===== config.mk =====
export PLATFORM = sky130hd
export DESIGN_NAME = spi_reg_slave
export DESIGN_NICKNAME = d
export VERILOG_FILES = /design/src/rtl/spi_regs_pkg.sv /design/src/rtl/spi_pin_sync.sv /design/src/rtl/spi_frame_engine.sv /design/src/rtl/spi_reg_bank.sv /design/src/rtl/spi_reg_slave.sv
export SDC_FILE = /design/constraint.sdc
export NUM_CORES = 1
export LEC_CHECK = 0
export ABC_AREA = 1
export BUFFER_PORTS_ARGS = -buffer_cell sky130_fd_sc_hd__buf_2
export CORE_ASPECT_RATIO = 0.8
export CORE_MARGIN = 1
export CORE_UTILIZATION = 32
export CTS_BUF_LIST = sky130_fd_sc_hd__clkbuf_8
export CTS_CLUSTER_DIAMETER = 60
export DETAILED_ROUTE_END_ITERATION = 6
export PLACE_DENSITY = 0.49
export SKIP_LAST_GASP = 1
export SYNTH_ARGS = -nofsm -noshare
export SYNTH_HDL_FRONTEND = slang
export SYNTH_HIERARCHICAL = 1
export SYNTH_SLANG_ARGS = --single-unit

===== constraint.sdc =====
create_clock -name clk -period 5.37 [get_ports clk]
set_input_delay 0.8055 -clock clk [delete_from_list [all_inputs] [get_ports clk]]
set_output_delay 0.8055 -clock clk [all_outputs]
set_load 0.01 [all_outputs]

===== src/rtl/spi_regs_pkg.sv =====
package spi_regs_pkg;
  localparam int BYTE_W     = 8;
  localparam int ADDR_W     = 7;
  localparam int FRAME_BITS = 2 * BYTE_W;
  localparam int CNT_W      = $clog2(FRAME_BITS + 1);

  typedef logic [BYTE_W-1:0] byte_t;
  typedef logic [ADDR_W-1:0] addr_t;

  typedef struct packed {
    logic  rd;
    addr_t addr;
    byte_t data;
  } frame_t;
endpackage


===== src/rtl/spi_pin_sync.sv =====
module spi_pin_sync #(
  parameter int           STAGES  = 2,
  parameter int           W       = 1,
  parameter logic [W-1:0] RST_VAL = '0
) (
  input  logic         clk,
  input  logic         rst_n,
  input  logic [W-1:0] d,
  output logic [W-1:0] q
);
  logic [W-1:0] pipe [STAGES];

  always_ff @(posedge clk or negedge rst_n) begin
    if (!rst_n) begin
      for (int i = 0; i < STAGES; i++) pipe[i] <= RST_VAL;
    end else begin
      pipe[0] <= d;
      for (int i = 1; i < STAGES; i++) pipe[i] <= pipe[i-1];
    end
  end

  assign q = pipe[STAGES-1];
endmodule


===== src/rtl/spi_frame_engine.sv =====
module spi_frame_engine
  import spi_regs_pkg::*;
(
  input  logic             clk,
  input  logic             rst_n,
  input  logic             cs_active,
  input  logic             cs_fall,
  input  logic             cs_rise,
  input  logic             sclk_rise,
  input  logic             sclk_fall,
  input  logic             mosi,
  input  byte_t            rd_byte,
  output addr_t            peek_addr,
  output logic             miso,
  output logic             commit,
  output frame_t           commit_frame,
  output logic [CNT_W-1:0] bit_cnt
);
  localparam logic [CNT_W-1:0] FULL    = CNT_W'(FRAME_BITS);
  localparam logic [CNT_W-1:0] HALFWAY = CNT_W'(BYTE_W);

  logic [FRAME_BITS-1:0] in_sh;
  byte_t                 out_sh;

  always_ff @(posedge clk or negedge rst_n) begin
    if (!rst_n) begin
      bit_cnt <= '0;
      in_sh   <= '0;
      out_sh  <= '0;
    end else if (cs_fall) begin
      bit_cnt <= '0;
      in_sh   <= '0;
      out_sh  <= '0;
    end else if (cs_active) begin
      if (sclk_rise && bit_cnt != FULL) begin
        in_sh   <= {in_sh[FRAME_BITS-2:0], mosi};
        bit_cnt <= bit_cnt + 1'b1;
      end
      if (sclk_fall) begin
        if (bit_cnt == HALFWAY)
          out_sh <= rd_byte;
        else if (bit_cnt > HALFWAY && bit_cnt < FULL)
          out_sh <= {out_sh[BYTE_W-2:0], 1'b0};
      end
    end
  end

  assign peek_addr    = addr_t'(in_sh[ADDR_W-1:0]);
  assign miso         = out_sh[BYTE_W-1];
  assign commit       = cs_rise && (bit_cnt == FULL);
  assign commit_frame = frame_t'(in_sh);
endmodule


===== src/rtl/spi_reg_bank.sv =====
module spi_reg_bank
  import spi_regs_pkg::*;
#(
  parameter int NUM_REGS = 4
) (
  input  logic                       clk,
  input  logic                       rst_n,
  input  logic                       wr_en,
  input  addr_t                      wr_addr,
  input  byte_t                      wr_data,
  input  addr_t                      rd_addr,
  output byte_t                      rd_data,
  output logic [NUM_REGS*BYTE_W-1:0] regs_flat
);
  byte_t regs [NUM_REGS];

  for (genvar g = 0; g < NUM_REGS; g++) begin : g_reg
    always_ff @(posedge clk or negedge rst_n) begin
      if (!rst_n)
        regs[g] <= '0;
      else if (wr_en && wr_addr == ADDR_W'(g))
        regs[g] <= wr_data;
    end
    assign regs_flat[g*BYTE_W +: BYTE_W] = regs[g];
  end

  always_comb begin
    rd_data = '0;
    for (int i = 0; i < NUM_REGS; i++)
      if (rd_addr == ADDR_W'(i)) rd_data = regs[i];
  end
endmodule


===== src/rtl/spi_reg_slave.sv =====
module spi_reg_slave
  import spi_regs_pkg::*;
#(
  parameter int NUM_REGS    = 4,
  parameter int SYNC_STAGES = 2
) (
  input  logic                       clk,
  input  logic                       rst_n,
  input  logic                       spi_sclk,
  input  logic                       spi_csn,
  input  logic                       spi_mosi,
  output logic                       spi_miso,
  output logic                       spi_miso_oe,
  output logic [ADDR_W-1:0]          cur_addr,
  output logic [NUM_REGS*BYTE_W-1:0] regs_flat
);
  logic sclk_s, csn_s, mosi_s;
  logic sclk_d, csn_d;
  logic sclk_rise, sclk_fall, cs_fall, cs_rise;
  logic commit;
  logic [CNT_W-1:0] bit_cnt;
  frame_t commit_frame;
  addr_t  peek_addr;
  byte_t  rd_byte;

  spi_pin_sync #(.STAGES(SYNC_STAGES), .W(3), .RST_VAL(3'b010)) u_sync (
    .clk(clk), .rst_n(rst_n),
    .d({spi_sclk, spi_csn, spi_mosi}),
    .q({sclk_s, csn_s, mosi_s})
  );

  always_ff @(posedge clk or negedge rst_n) begin
    if (!rst_n) begin
      sclk_d <= 1'b0;
      csn_d  <= 1'b1;
    end else begin
      sclk_d <= sclk_s;
      csn_d  <= csn_s;
    end
  end

  assign sclk_rise = sclk_s & ~sclk_d;
  assign sclk_fall = ~sclk_s & sclk_d;
  assign cs_fall   = ~csn_s & csn_d;
  assign cs_rise   = csn_s & ~csn_d;

  spi_frame_engine u_frame (
    .clk(clk), .rst_n(rst_n),
    .cs_active(~csn_s), .cs_fall(cs_fall), .cs_rise(cs_rise),
    .sclk_rise(sclk_rise), .sclk_fall(sclk_fall), .mosi(mosi_s),
    .rd_byte(rd_byte), .peek_addr(peek_addr), .miso(spi_miso),
    .commit(commit), .commit_frame(commit_frame), .bit_cnt(bit_cnt)
  );

  spi_reg_bank #(.NUM_REGS(NUM_REGS)) u_bank (
    .clk(clk), .rst_n(rst_n),
    .wr_en(commit && !commit_frame.rd),
    .wr_addr(commit_frame.addr), .wr_data(commit_frame.data),
    .rd_addr(peek_addr), .rd_data(rd_byte),
    .regs_flat(regs_flat)
  );

  always_ff @(posedge clk or negedge rst_n) begin
    if (!rst_n)
      cur_addr <= '0;
    else if (commit)
      cur_addr <= commit_frame.addr;
  end

  assign spi_miso_oe = ~csn_s;
endmodule


==> results by group, run 1 <==
Status
  • Run status: finished clean

STA
  • Slew HR: between 30 and 40%
  • Final min period: 2.96 ns
  • Fin Clk Skew: roughly 0.011 ns
  • Min Hold Slack: between 0.3 and 0.4 ns
  • Worst-Margin Slew: 1.04 ns
  • Pins Over Slew Limit: 0
  • RSZ-0062 raised after global routing: false
  • Final Cycle Share: between 50% and 60%
  • TNS Setup: 0 ns
  • Fmax achieved: 338 MHz
  • Final hold viol count: 0
  • Final setup violation count: 0

Finish
  • FILL cells: 1143
  • Nets: 493
  • N_diodes: 0
  • P&R area growth vs syn: 11.5%
  • Fraction of layout cells with a size suffix above 1: 16.3%

Logic synthesis
  • Cell accounting for the most synthesized area: dfrtp_1
  • Compound-gate portion of the synthesized area: 2.46%
  • Synth Area in Simple Gates: 36.3%
  • Ys Warns: 6
  • Post-synthesis mux area share: 0%
  • Syn_area_per_cell: roughly 8 um2
  • Largest family of logic cells by synthesized area: simple AND/OR/NAND/NOR gates
  • Gate Count Post-Synth: 454
  • Library cells used by synthesis: 26
  • Post-Synth Adder-Cell Area: 0.673%
  • Yosys reg bits: 76
  • Synthesized cell area: 3720 um2
  • Synth top area share: 49.2%
  • Top cells by area, synth: dfrtp_1 49%, nand2_1 15%, nand3_1 12%
  • Post-synthesis sequential area ratio: 51.3%
  • Syn_nets: roughly 460
  • Post-Synth XOR/XNOR Area: 0.236%

Global route
  • GRT overflow: 0
  • Global Route Usage Sum: 17.3%
  • Met1 Use GR: 27.7%
  • GRT Max-Usage Layer: met1
  • Initial antenna violation count: 0
  • First-pass GRT wire length: 15600 um
  • Largest net degree at the start of global routing: 77
  • Global routing usage on met3: 4.50%
  • Met2 global-route usage: 21.9%
  • Vias in the first global route: 2804

Critical path
  • Worst Setup Start Kind: flop
  • CP Capture Type: flop
  • Critical path class: flop to flop
  • Critical path peak fanout: 18
  • FF-to-FF setup slack: 2.41 ns
  • CP required: around 5.6 ns
  • Critical Path AT: 3.21 ns

Pwr
  • Worst IR Drop VDD: roughly 0.00011 V
  • Pwr Density: about 280 nW/um2
  • Leak: 2.32 nW
  • Total Power: 1.15 mW

Floorplanning
  • Core Region: 11100 um2
  • Die area: between 10000 and 15000 um2
  • Row count: 34
  • Initial Utilization: 33.5%
  • Die W: 122 um
  • I/O pins: 46
  • Die Ht: 98.4 um

CTS
  • Post-CTS Setup Inserts: 0
  • Clk slew on worst S/H paths: 0.07 ns
  • Worst-Skew Late Latency: 0.36 ns
  • H-tree levels: 3
  • CTS tree: yes
  • Clock Sinks: 76
  • Max clock buf depth: 2
  • Post-CTS sizing: 0
  • CTS buffer count: 9
  • CTS root buffer: clkbuf_8
  • Cts hold-fix bufs: 0

Route
  • Detailed Route WL: between 9000 and 10000 um
  • WL/cell: 14.9 um
  • DR iter-0 viols: approximately 280
  • Antenna Nets Post-Route: 0
  • Pre-antenna DRT Iters: 4
  • Vias: 3053
  • Via density: about 4.8
  • DRC: 0

Worst hold path
  • Hold crit path type: flop to flop

Run
  • Max_cap viols: 0

Placed design
  • DP Wirelength: 6610 um
  • Gpl congestion: 0.793
  • PortBufs: 45
-- critical path, stage by stage (launching register included) --
cell     delay, ns
dfrtp_1       0.41
inv_1         0.10
ha_1          0.16
inv_1         0.09
nor2_8        0.18
nand2_4       0.09
nor2_1        0.40
inv_2         0.16
nor2_1        0.16
inv_1         0.06
nor2_2        0.51
nand2_1       0.33
nand2_1       0.13
nand2_1       0.06
-- power breakdown --
group          switching [mW]  total, mW  internal (mW)  leakage (nW)
Combinational          0.0795      0.106         0.0261          1.19
Sequential             0.0227      0.611          0.588          1.03
Clock                   0.212      0.435          0.223         0.109
Total                   0.314       1.15          0.838          2.32
-- worst paths after layout --
path                               startpoint                   end  depth (start not counted)
hold / removal                 u_sync/pipe[4]           u_sync/q[1]                          0
setup reg to reg           u_frame/bit_cnt[0]   u_bank/regs_flat[4]                         13
max in group asynchronous               rst_n           cur_addr[2]                          1
setup / recovery           u_frame/bit_cnt[0]   u_bank/regs_flat[4]                         13
hold reg to reg                u_sync/pipe[4]           u_sync/q[1]                          0
min in group asynchronous               rst_n  u_bank/regs_flat[26]                          1
-- area by class of cell --
| cell class | instances | area, um2 | share of cell area (%) |
|---|---|---|---|
| Sequential cell | 76 | 1910 | 46.0 |
| Multi-Input combinational cell | 313 | 1480 | 35.6 |
| Timing Repair Buffer | 47 | 243 | 5.86 |
| Tap cell | 144 | 180 | 4.35 |
| Inverter | 39 | 146 | 3.53 |
| Clock buffer | 10 | 138 | 3.32 |
| Clock inverter | 6 | 56.3 | 1.36 |
-- registers in the layout, indices dropped and copies added (netlist names) --
register / flops
u_sync/pipe: 3
cur_addr: 7
sclk_d: 1
u_frame/out_sh: 8
u_bank/regs_flat: 32
u_frame/commit_frame: 16
csn_d: 1
u_frame/bit_cnt: 5
u_sync/q: 3
-- cells in the mapped netlist --
cell      instances
nor2_8            1
nand2_1         152
clkinv_1          1
nand4_1          11
xor2_1            1
clkbuf_1          1
nand2_4           3
nand3_1          87
a21oi_1           4
nor2_2            2
nand3b_1          8
buf_6             5
buf_4            13
nand3_2           1
inv_1            36
ha_1              2
dfstp_2           3
nand2_2           1
dfrtp_1          73
nor2_1           26
nor3_4            2
a21oi_2           3
buf_1             1
o21ai_0           9
buf_2             6
inv_2             2
-- metrics by stage --
step / utilization [%] / area (um2) / worst slack, ns / instances
global placement: 35.6 / 3950 / 2.55 / 619
floorplan: - / 3720 / 3.32 / 454
detailed placement: 35.6 / 3950 / 2.42 / 619
CTS: 37.3 / 4140 / 2.41 / 635
global route: 37.3 / 4140 / 1.94 / 635
finish: 37.3 / 4140 / 2.41 / 635
-- logic make-up (layout without fill, tap and decap cells) --
| kind of cell | Yosys count | count (layout) |
|---|---|---|
| simple gates | 294 | 294 |
| fa+ha+maj | 2 | 2 |
| flops | 76 | 76 |
| compound gates | 16 | 16 |
| buf+inv | 65 | 102 |
| xor+xnor | 1 | 1 |
-- cells in the final DEF (no fill, tap or decap), types with 3 or more instances in the layout --
cell      Yosys  routed
a21oi_1       4       4
nand4_1      11      11
nor2_2        2       3
buf_2         6      44
nand2_4       3       3
nor2_1       26      25
a21oi_2       3       3
clkbuf_8      0      10
o21ai_0       9       9
dfstp_2       3       3
nand3b_1      8       8
inv_1        36      38
dfrtp_1      73      73
nand3_1      87      87
buf_4        13       3
nand2_1     152     152
-- layer usage --
layer / wire (um) / up-vias
li1: - / 1517
met1: 4900 / 1427
met2: 3870 / 94
met3: 553 / 15
met4: 155 / 0
met5: 0 / -
Note: power is estimated with default switching activity, not from simulation.
==> run 2, diff against run 1 <==
--- a/config.mk
+++ b/config.mk
@@ -13,7 +13,7 @@
 export CTS_BUF_LIST = sky130_fd_sc_hd__clkbuf_8
 export CTS_CLUSTER_DIAMETER = 60
 export DETAILED_ROUTE_END_ITERATION = 6
-export PLACE_DENSITY = 0.49
+export PLACE_DENSITY = 0.51
 export SKIP_LAST_GASP = 1
 export SYNTH_ARGS = -nofsm -noshare
 export SYNTH_HDL_FRONTEND = slang
==> constraint.sdc (replaced) <==
create_clock -name clk -period 2.5 [get_ports clk]
set_input_delay 0.375 -clock clk [delete_from_list [all_inputs] [get_ports clk]]
set_output_delay 0.375 -clock clk [all_outputs]
set_load 0.01 [all_outputs]
==> results by group, run 2 (synthesis gave the netlist of run 1 again) <==
Floorplanning
  • Core Region: 11100 um2
  • Die Ht: roughly 100 um
  • I/O pins: 46
  • Die W: 122 um
  • Initial Utilization: 33.5%
  • Row count: 34
  • Die area: 12100 um2

STA
  • Final hold viol count: 2
  • Min Hold Slack: -0.00771 ns
  • Slew HR: 46.7%
  • Fin Clk Skew: 0.0158 ns
  • RSZ-0062 raised after global routing: false
  • Final Cycle Share: 89.9%
  • Final setup violation count: 0
  • TNS Setup: 0 ns
  • PnR worst setup slack: 0.252 ns
  • Worst-Margin Slew: approximately 0.80 ns
  • Pins Over Slew Limit: 0
  • Final min period: 2.25 ns
  • Fmax achieved: 445 MHz

CTS
  • Cts hold-fix bufs: 0
  • CTS buffer count: 9
  • Post-CTS Setup Inserts: 0
  • CTS tree: yes
  • Clk slew on worst S/H paths: 0.08 ns
  • Worst-Skew Late Latency: around 0.36 ns
  • H-tree levels: 3
  • CTS root buffer: clkbuf_8
  • Clock Sinks: 76
  • Max clock buf depth: 2
  • Post-CTS sizing: 0

Critical path
  • Critical Path AT: 2.50 ns
  • CP Capture Type: flop
  • Worst Setup Start Kind: flop
  • Buf/Inv on CP: 4
  • Critical-path top delay cell: dfrtp_1
  • Worst path cell trace: inv_1 -> ha_1 -> inv_1 -> nor2_8 -> nand2_4 -> nor2_1 -> inv_2 -> nor2_1 -> inv_1 -> nor2_2 -> nand2_1 -> nand2_1 -> nand2_1
  • Max incr delay on CP: 0.41 ns
  • Crit path max-delay family: simple AND/OR/NAND/NOR gates
  • Critical path peak fanout: 9
  • Critical path class: flop to flop
  • CP required: approximately 2.8 ns

Route
  • Detailed Route WL: 9290 um
  • DRC: 0
  • Vias: 3008
  • Via density: 4.69
  • Pre-antenna DRT Iters: 4
  • Antenna Nets Post-Route: 0
  • WL/cell: 14.5 um
  • DR iter-0 viols: 255

Finish
  • Multi-input logic area: 1480 um2
  • FILL cells: ~1100
  • P&R area growth vs syn: 12.6%
  • Nets: 500
  • N_diodes: 0
  • Post-Layout Cell Count: 642
  • Max reg flops: 32
  • Fraction of layout cells with a size suffix above 1: between 10% and 20%
  • Reg area: around 1900 um2
  • Most frequent cells in the layout: 152 x nand2_1, 87 x nand3_1, 73 x dfrtp_1
  • Commonest non-fill, non-tap cell in the layout: nand2_1

Placed design
  • DP Cell Count: 626
  • Placement Setup Slack: 0.272 ns
  • DP Wirelength: 6320 um
  • Gpl congestion: 0.745
  • PortBufs: 45

Global route
  • Global Route Usage Sum: 16.7%
  • Initial antenna violation count: 0
  • Vias in the first global route: 2885
  • GRT overflow: 0
  • First-pass GRT wire length: 15200 um
  • Largest net degree at the start of global routing: 77

Pwr
  • Leak: 2.34 nW
  • Worst IR Drop VDD: ~0.00022 V
  • Pwr Density: 567 nW/um2

Worst hold path
  • Hold crit path type: input port to asynchronous set/reset pin

Status
  • Failing checks: negative hold slack
  • Run status: complete, but fails checks

Run
  • Max_cap viols: 0
-- run 2: changes by cell type in the layout (fill, tap and decap cells not counted), sizes merged --
cell | previous run | this run
buf | 47 | 54
clkbuf | 10 | 9
inv | 40 | 39
bufinv | 1 | 0
clkinvlp | 0 | 3
-- run 2: cell type report --
class / count / area share (%)
Sequential cell: 76 / 45.5
Multi-Input combinational cell: 313 / 35.3
Timing Repair Buffer: 54 / 7.36
Tap cell: 144 / 4.31
Inverter: 39 / 3.50
Clock buffer: 9 / 2.96
Clock inverter: 7 / 1.08
-- run 2: worst register-to-register path, delay by kind of cell (launching register included) --
kind,cells,cell delay (ns)
and+or+nand+nor,8,1.22
adders and majority gates,1,0.15
buffers and inverters,4,0.36
DFF,1,0.41
-- run 2: worst paths after layout --
path                            slack (ns)  depth (start not counted)                 endpoint                from
max in group asynchronous             2.12                          2  u_frame/commit_frame[9]               rst_n
min in group clk                      0.12                          1           u_sync/pipe[3]            spi_mosi
worst max register to register        0.25                         13      u_bank/regs_flat[7]  u_frame/bit_cnt[0]
worst max-delay path                  0.25                         13      u_bank/regs_flat[7]  u_frame/bit_cnt[0]
worst min register to register        0.36                          0              u_sync/q[0]      u_sync/pipe[3]
worst min-delay path                -0.008                          2        u_frame/out_sh[2]               rst_n
-- run 2: where the power goes --
group	internal [mW]	switching, mW
clock network	0.354	0.468
registers	1.26	0.0432
logic	0.0650	0.177
-- run 2: layer usage --
| metal | GRT usage, % | part of all wire [%] |
|---|---|---|
| met1 | 24.5 | 50 |
| met2 | 23.4 | 44 |
| met3 | 4.85 | 6.0 |
| met4 | 4.78 | 0.51 |
| met5 | 0 | 0 |
-- run 2: metrics by stage --
stage          util, %  hold WS, ns  total power, mW  cell area [um2]
5_1_grt           37.7       0.0551             2.50             4180
3_5_place_dp      36.2        0.338             1.58             4020
2_1_floorplan        -       0.0794             1.51             3720
3_3_place_gp      36.2        0.341             1.57             4020
4_1_cts           37.7       0.0312             2.41             4180
6_report          37.7     -0.00771             2.37             4180
==> run 3, diff against run 2 <==
--- a/config.mk
+++ b/config.mk
@@ -6,7 +6,7 @@
 export NUM_CORES = 1
 export LEC_CHECK = 0
 export ABC_AREA = 1
-export BUFFER_PORTS_ARGS = -buffer_cell sky130_fd_sc_hd__buf_2
+export BUFFER_PORTS_ARGS = -buffer_cell sky130_fd_sc_hd__clkbuf_2
 export CORE_ASPECT_RATIO = 0.8
 export CORE_MARGIN = 1
 export CORE_UTILIZATION = 32
==> results by group, run 3 (synthesis gave the netlist of run 1 again) <==
Status
  • Run status: finished clean

Critical path
  • Crit path max-delay family: simple AND/OR/NAND/NOR gates
  • CP Capture Type: flop
  • Buf/Inv on CP: 4
  • Worst path cell trace: inv_1 -> ha_1 -> inv_1 -> nor2_8 -> nand2_4 -> nor2_1 -> inv_2 -> nor2_1 -> inv_1 -> nor2_2 -> nand2_1 -> nand2_1 -> nand2_1
  • Max incr delay on CP: roughly 0.42 ns
  • Critical-path top delay cell: dfrtp_1
  • Critical path class: flop to flop
  • CP required: 2.76 ns
  • Critical Path AT: ~2.5 ns
  • Critical path peak fanout: 9
  • Worst Setup Start Kind: flop

STA
  • Final hold viol count: 0
  • Fin Clk Skew: 0.0125 ns
  • Final setup violation count: 0
  • Worst-Margin Slew: 0.822 ns
  • Final min period: 2.25 ns
  • Slew HR: 45.1%
  • Pins Over Slew Limit: 0
  • Fmax achieved: 444 MHz
  • RSZ-0062 raised after global routing: true
  • Final Cycle Share: 90.0%

Route
  • DRC: 0
  • Vias: about 3100
  • WL/cell: 14.6 um
  • Detailed Route WL: 9410 um
  • Pre-antenna DRT Iters: 5
  • DR iter-0 viols: 235
  • Antenna Nets Post-Route: 0
  • Via density: 4.82

CTS
  • CTS buffer count: 9
  • Post-CTS sizing: 0
  • CTS tree: yes
  • CTS root buffer: clkbuf_8
  • Worst-Skew Late Latency: 0.37 ns
  • Clock Sinks: 76
  • Max clock buf depth: 2
  • Post-CTS Setup Inserts: 0
  • Cts hold-fix bufs: 0
  • Clk slew on worst S/H paths: 0.09 ns
  • H-tree levels: 3

Finish
  • Commonest non-fill, non-tap cell in the layout: nand2_1
  • Max reg flops: 32
  • Fraction of layout cells with a size suffix above 1: 18.2%
  • Reg area: 1910 um2
  • Nets: 502
  • Multi-input logic area: 1480 um2
  • P&R area growth vs syn: 13.5%
  • Final core occ: approximately 38%
  • FILL cells: 1161
  • Most frequent cells in the layout: 152 x nand2_1, 87 x nand3_1, 73 x dfrtp_1
  • N_diodes: 0

Global route
  • GRT overflow: 0
  • First-pass GRT wire length: 15500 um
  • Global Route Usage Sum: 17.1%
  • Initial antenna violation count: 0
  • Largest net degree at the start of global routing: 50
  • Vias in the first global route: 2878

Pwr
  • Leak: approximately 2.3 nW
  • Worst IR Drop VDD: 0.000208 V
  • Total Power: 2.51 mW
  • Pwr Density: 596 nW/um2

Placed design
  • Gpl congestion: 0.755
  • PortBufs: between 40 and 50
  • DP Wirelength: 6560 um

Floorplanning
  • Core Region: 11100 um2
  • Die area: 12100 um2
  • Die Ht: 98.4 um
  • Die W: ~120 um
  • Initial Utilization: between 30% and 40%
  • I/O pins: 46
  • Row count: 34

Run
  • Max_cap viols: 0

Worst hold path
  • Hold crit path type: input port to asynchronous set/reset pin
## run 3: cell types whose count changed in the layout (fill, tap and decap cells not counted)
cell	before	now
buf_12	1	0
buf_2	44	0
buf_4	9	12
bufinv_16	0	1
clkbuf_2	0	44
clkinv_2	2	1
clkinv_4	1	0
inv_1	37	36
inv_6	0	2
## run 3: layout make-up
type,count,share of cell area (%)
tap,144,4.27
sequential,76,45.2
inverter,39,3.47
clock buffer,9,2.94
multi-input combinational,313,35.0
timing repair buffer,56,7.36
clock inverter,7,1.78
## run 3: path summary, 6_finish.rpt
kind | to | slack [ns] | cells after the start | startpoint
setup / recovery | u_bank/regs_flat[7] | 0.25 | 13 | u_frame/bit_cnt[0]
hold / removal | u_frame/out_sh[1] | 0.03 | 1 | rst_n
setup reg to reg | u_bank/regs_flat[7] | 0.25 | 13 | u_frame/bit_cnt[0]
hold reg to reg | u_sync/q[2] | 0.36 | 0 | u_sync/pipe[5]
max in group asynchronous | u_frame/commit_frame[4] | 1.83 | 2 | rst_n
min in group clk | u_sync/pipe[4] | 0.10 | 1 | spi_csn
## run 3: power breakdown
part | leakage, nW | total (mW) | internal [mW] | switching (mW)
Clock | 0.0923 | 0.960 | 0.466 | 0.495
Sequential | 1.03 | 1.31 | 1.26 | 0.0446
Combinational | 1.20 | 0.244 | 0.0645 | 0.179
## run 3: per-layer routing
layer / GRT usage [%] / share of wire, % / vias to the layer above
met4: 4.50 / 1.1 / 0
met5: 0 / 0 / -
met1: 25.4 / 49 / 1464
li1: - / - / 1544
met2: 23.9 / 43 / 84
met3: 5.32 / 7.2 / 10
## run 3: stage by stage
| step | area (um2) | instances | setup slack (ns) | setup TNS, ns | hold slack [ns] |
|---|---|---|---|---|---|
| 2_1_floorplan | 3720 | 454 | 0.452 | 0 | 0.0794 |
| 3_3_place_gp | 4020 | 628 | 0.328 | 0 | 0.337 |
| 3_5_place_dp | 4020 | 628 | 0.254 | 0 | 0.341 |
| 4_1_cts | 4220 | 644 | 0.232 | 0 | 0.0561 |
| 5_1_grt | 4220 | 644 | -0.0369 | -0.220 | 0.0837 |
| 6_report | 4220 | 644 | 0.250 | 0 | 0.0320 |
